## config.mk

```make
export PLATFORM = sky130hd
export DESIGN_NAME = edge_replay_gate
export DESIGN_NICKNAME = d
export VERILOG_FILES = /design/src/rtl/edge_replay_gate.sv
export SDC_FILE = /design/constraint.sdc
export NUM_CORES = 1
export LEC_CHECK = 0
export CORE_ASPECT_RATIO = 1.25
export CORE_UTILIZATION = 26
export CTS_BUF_LIST = sky130_fd_sc_hd__clkbuf_16
export DETAILED_ROUTE_END_ITERATION = 10
export PLACE_DENSITY = 0.6
export SLEW_MARGIN = 10
export SYNTH_ARGS = -nofsm -noshare
export SYNTH_HDL_FRONTEND = slang
export SYNTH_SLANG_ARGS = --single-unit
```

## constraint.sdc

```tcl
create_clock -name clk -period 1.4 [get_ports clk]
set_input_delay 0.42 -clock clk [delete_from_list [all_inputs] [get_ports clk]]
set_output_delay 0.42 -clock clk [all_outputs]
set_load 0.05 [all_outputs]
```

## src/rtl/edge_replay_gate.sv

```systemverilog
module edge_replay_gate (
  input  logic clk,
  input  logic rst_n,
  input  logic irq_in,
  input  logic level_mode,
  input  logic dis_stb,
  input  logic en_stb,
  input  logic ack,
  output logic req,
  output logic stat_disabled,
  output logic stat_masked,
  output logic stat_pending
);

  logic s1_q, s2_q, s3_q;
  logic mode_q;
  logic dis_q, mask_q, pend_q, held_q, req_q;

  logic edge_det, live, capture, deliver, mode_chg;

  assign edge_det = s2_q & ~s3_q;
  assign mode_chg = level_mode ^ mode_q;
  assign live     = edge_det & ~mask_q;
  assign capture  = live & dis_q & ~en_stb;
  assign deliver  = (live & ~(dis_q & ~en_stb)) | (en_stb & pend_q);

  always_ff @(posedge clk or negedge rst_n) begin
    if (!rst_n) begin
      s1_q <= 1'b0;
      s2_q <= 1'b0;
      s3_q <= 1'b0;
    end else begin
      s1_q <= irq_in;
      s2_q <= s1_q;
      s3_q <= s2_q;
    end
  end

  always_ff @(posedge clk or negedge rst_n) begin
    if (!rst_n) begin
      mode_q <= 1'b0;
      dis_q  <= 1'b0;
      mask_q <= 1'b0;
      pend_q <= 1'b0;
      held_q <= 1'b0;
      req_q  <= 1'b0;
    end else if (mode_chg) begin
      mode_q <= level_mode;
      mask_q <= level_mode & dis_q;
      pend_q <= 1'b0;
      held_q <= 1'b0;
      req_q  <= 1'b0;
    end else if (mode_q) begin
      if (en_stb) begin
        dis_q  <= 1'b0;
        mask_q <= 1'b0;
      end else if (dis_stb) begin
        dis_q  <= 1'b1;
        mask_q <= 1'b1;
      end
      pend_q <= 1'b0;
      held_q <= 1'b0;
      req_q  <= 1'b0;
    end else begin
      if (en_stb)       dis_q <= 1'b0;
      else if (dis_stb) dis_q <= 1'b1;

      if (en_stb) begin
        mask_q <= 1'b0;
        pend_q <= 1'b0;
      end else if (capture) begin
        mask_q <= 1'b1;
        pend_q <= 1'b1;
      end

      if (ack && req_q) begin
        req_q  <= held_q | deliver;
        held_q <= held_q & deliver;
      end else if (req_q) begin
        held_q <= held_q | deliver;
      end else begin
        req_q <= deliver;
      end
    end
  end

  assign req           = mode_q ? (s2_q & ~mask_q) : req_q;
  assign stat_disabled = dis_q;
  assign stat_masked   = mask_q;
  assign stat_pending  = pend_q;


  lazy_disable_chk: assert property (@(posedge clk) disable iff (!rst_n)
    (dis_stb && !en_stb && !level_mode && !mode_q && !mask_q && !edge_det) |=> !mask_q);


  pend_masks_chk: assert property (@(posedge clk) disable iff (!rst_n)
    $rose(pend_q) |-> (mask_q && dis_q));


  replay_issue_chk: assert property (@(posedge clk) disable iff (!rst_n)
    (en_stb && pend_q && !level_mode && !mode_q && !req_q) |=> (req_q && !pend_q));


  held_needs_req_chk: assert property (@(posedge clk) disable iff (!rst_n)
    held_q |-> req_q);


  level_no_pend_chk: assert property (@(posedge clk) disable iff (!rst_n)
    (mode_q && level_mode) |=> !pend_q);

endmodule

```

Yosys cells after proc, flatten, opt, wreduce, memory -nomap -nowiden --
Index checks and enable logic that the tools add are counted.
Word-level totals: bits in registers 9, bits of input ports 7, output and inout bits 4
Cells by class: eq/ne operators 1, mux-type cells 17, bitwise logic cells 18, reduce and logical (&&, ||, !) cells 6
Operator list (count):
- $mux 1 | 17
- $and 1x1->1 | 10
- $reduce_bool 4->1 | 2
- $not 1->1 | 5
- $ne 4x3->1 const B | 1
- $reduce_and 2->1 | 2
- $or 1x1->1 | 2
- $reduce_bool 2->1 | 1
- $logic_and 1x1->1 | 1
- $xor 1x1->1 | 1

Depth between registers and ports, before layout --
depth in word-level cells 10, depth in mapped cells 4, mapped depth without buffers 4

Worst setup path after synthesis --
OpenSTA, ideal clock, no wires.
path type flip-flop to output port, from reg mode_q, to out req, data arrival time 1.489 ns, slack -0.509 ns, cell stages (with the launch flop) 2, buffers on the path 0, path through dfrtp_1 o21ai_0
Between the ends: cells in the longest elaborated chain, start to end 1
Ends and longest elaborated chain:
- start, declared | line 16 | logic mode_q;
- start signal, assigned | line 48 | mode_q <= level_mode;
- $mux 1 | line 87 | assign req = mode_q ? (s2_q & ~mask_q) : req_q;
- end, declared | line 9 | output logic req,
No other way between the ends.

Worst setup path in the final report --
Ends and elaborated chain as after synthesis.

==> metrics.txt <==
Total GRT Usage 0.123; period utilization 1.05; EDFF count, synth 0; status finished with violations; Ports 11; worst-margin pin slew 0.398 ns; fmax 682 MHz; largest net degree at the start of global routing 10; Slew Limit Headroom 0.734; post-synthesis sequential area ratio 0.526; register bit total from synthesis 9; Max clock buf depth 2; Initial Util 0.274; Antenna diodes 0; DR vias/cell 4.91; Routed WL 911 um; Mapped Area 428 um^2; Hold Buf Count CTS 0; first-pass GRT wire length 1390 um; MaxCap Viol Count 0; setup violators final 1; Reg clk slew, reported paths 0.04 ns; Die ar. 1810 um^2; CP Capture Type primary output; fin nets 68; most instantiated library cell after synthesis dfrtp_1; HP Class flip-flop to flip-flop; Place WS -0.461 ns; Pwr Density 2120 nW/um^2; DR iter-0 viols 2; synth top area cells dfrtp_1 (53%), nor4b_4 (5.6%), o21ai_0 (4.7%); DRT Pass-1 Iters 2; Hold WS 0.344 ns; root buf cell clkbuf_16; count of cell types in the netlist 21; Detail Placement HPWL 657 um; Tot Pwr 1.62 mW; YS warnings 0; cell taking the most area after synthesis dfrtp_1; failing checks negative setup slack; crit path max fanout 3; Crit Path Category flip-flop to primary output; critical path startpoint category flip-flop; initial antenna violation count 0; chip width 38.3 um; crit path time final 1.47 ns; CTS tree yes; VDD IR max 967 uV; Fin Clk Skew 0.000666 ns; H-tree levels 1; Final Slew Violations 0; Final Wtd Congestion 0.759; IO Port Bufs 10; routed len/inst 11.8 um; Worst Path Required 0.98 ns; Rows 16; synth-to-layout area growth 78.7%; clk_lat worst skew 0.23 ns; post-route ant nets 0; Syn Inst Count 38; syn nets 46; most frequent cells after synthesis dfrtp_1 (9), o21ai_0 (4), a21oi_1 (3), inv_1 (3); Die Span Y 47.4 um; top-area cell type share of the netlist area 0.526; share of layout cells above drive strength 1 0.390; Post-synth ARST share 1.00; Vias 378; Post-Route Setup TNS -0.0657 ns; Final WS setup -0.0657 ns; syn_area_per_cell 11.3 um^2; CTS Buf Count 3; vias in the first global route 362; P_leak 0.321 nW; unrepaired setup endpoints after global routing yes; Fin. Hold Viols 0; GRT overflow 0; Most used DFF post-synth dfrtp_1; Residual DRC 0; Core Area 1560 um^2; CTS Sinks 9; arrival time worst endpoint 1.05 ns
[logic make-up (layout without fill, tap and decap cells)]
logic type               after synthesis  count (layout)  synth area share
AO/OA/AOI/OAI                         13              13             0.187
AND/OR/NAND/NOR                       11              11             0.205
flip-flops                             9               9             0.526
buffers and inverters                  3              24            0.0263
adder cells (fa/ha/maj)                1               1            0.0292
multiplexers                           1               1            0.0263
[power by group]
part	total (mW)	internal [mW]	switching (mW)
logic	0.759	0.405	0.353
registers	0.376	0.315	0.0608
clock network	0.490	0.372	0.117
[per-stage QoR]
stage	instance area [um^2]	util	std cells
3_5_place_dp	626	0.401	70
6_report	764	0.490	77
2_1_floorplan	433	-	38
4_1_cts	724	0.464	76
5_1_grt	764	0.490	77
3_3_place_gp	626	0.401	70
[final timing paths]
path | start | to | slack [ns] | cells past startpoint
worst max register to register | stat_masked | held_q | 0.04 | 4
max in group asynchronous | rst_n | stat_masked | 0.61 | 1
worst min-delay path | s1_q | s2_q | 0.34 | 0
worst max-delay path | mode_q | req | -0.07 | 4
worst min register to register | s1_q | s2_q | 0.34 | 0
min in group asynchronous | rst_n | s3_q | 0.48 | 1
[cell type report]
class,count,area (um^2)
clock buffer,3,75.1
fill,143,797
timing repair buffer,17,195
multi-input combinational,26,230
inverter,3,11.3
tap,18,22.5
clock inverter,1,3.75
sequential,9,226
[registers in the layout, summed over array words and instances, names as in the netlist]
name / flops
mode_q: 1
s1_q: 1
stat_masked: 1
req_q: 1
s3_q: 1
stat_pending: 1
stat_disabled: 1
s2_q: 1
held_q: 1
[critical path, stage by stage (launching register included)]
cell      delay, ns
dfrtp_1        0.38
buf_6          0.13
nand3b_1       0.09
o21ai_2        0.07
buf_12         0.15
[repair_timing]
item | 4_1_cts | 5_1_grt
buffers inserted | 2 | 1
gates resized for setup | 3 | 3
endpoints found under the setup margin | 7 | 1
pin swaps | 1 | 0
[cells in the final DEF (no fill, tap or decap), types with 2 or more instances in the layout]
| cell type | count |
|---|---|
| clkdlybuf4s50_1 | 5 |
| a21oi_1 | 3 |
| o21ai_0 | 2 |
| nor2_1 | 2 |
| dfrtp_1 | 8 |
| buf_12 | 4 |
| inv_1 | 4 |
| o221ai_1 | 2 |
| clkbuf_16 | 3 |
| buf_4 | 6 |
[routing by layer]
layer	routed length [um]	up-vias	track usage
met3	35	4	0.0284
met4	42	0	0.150
met5	0	-	0
met1	390	179	0.132
li1	-	183	-
met2	444	12	0.180
Power figures use the tool's default switching activity.
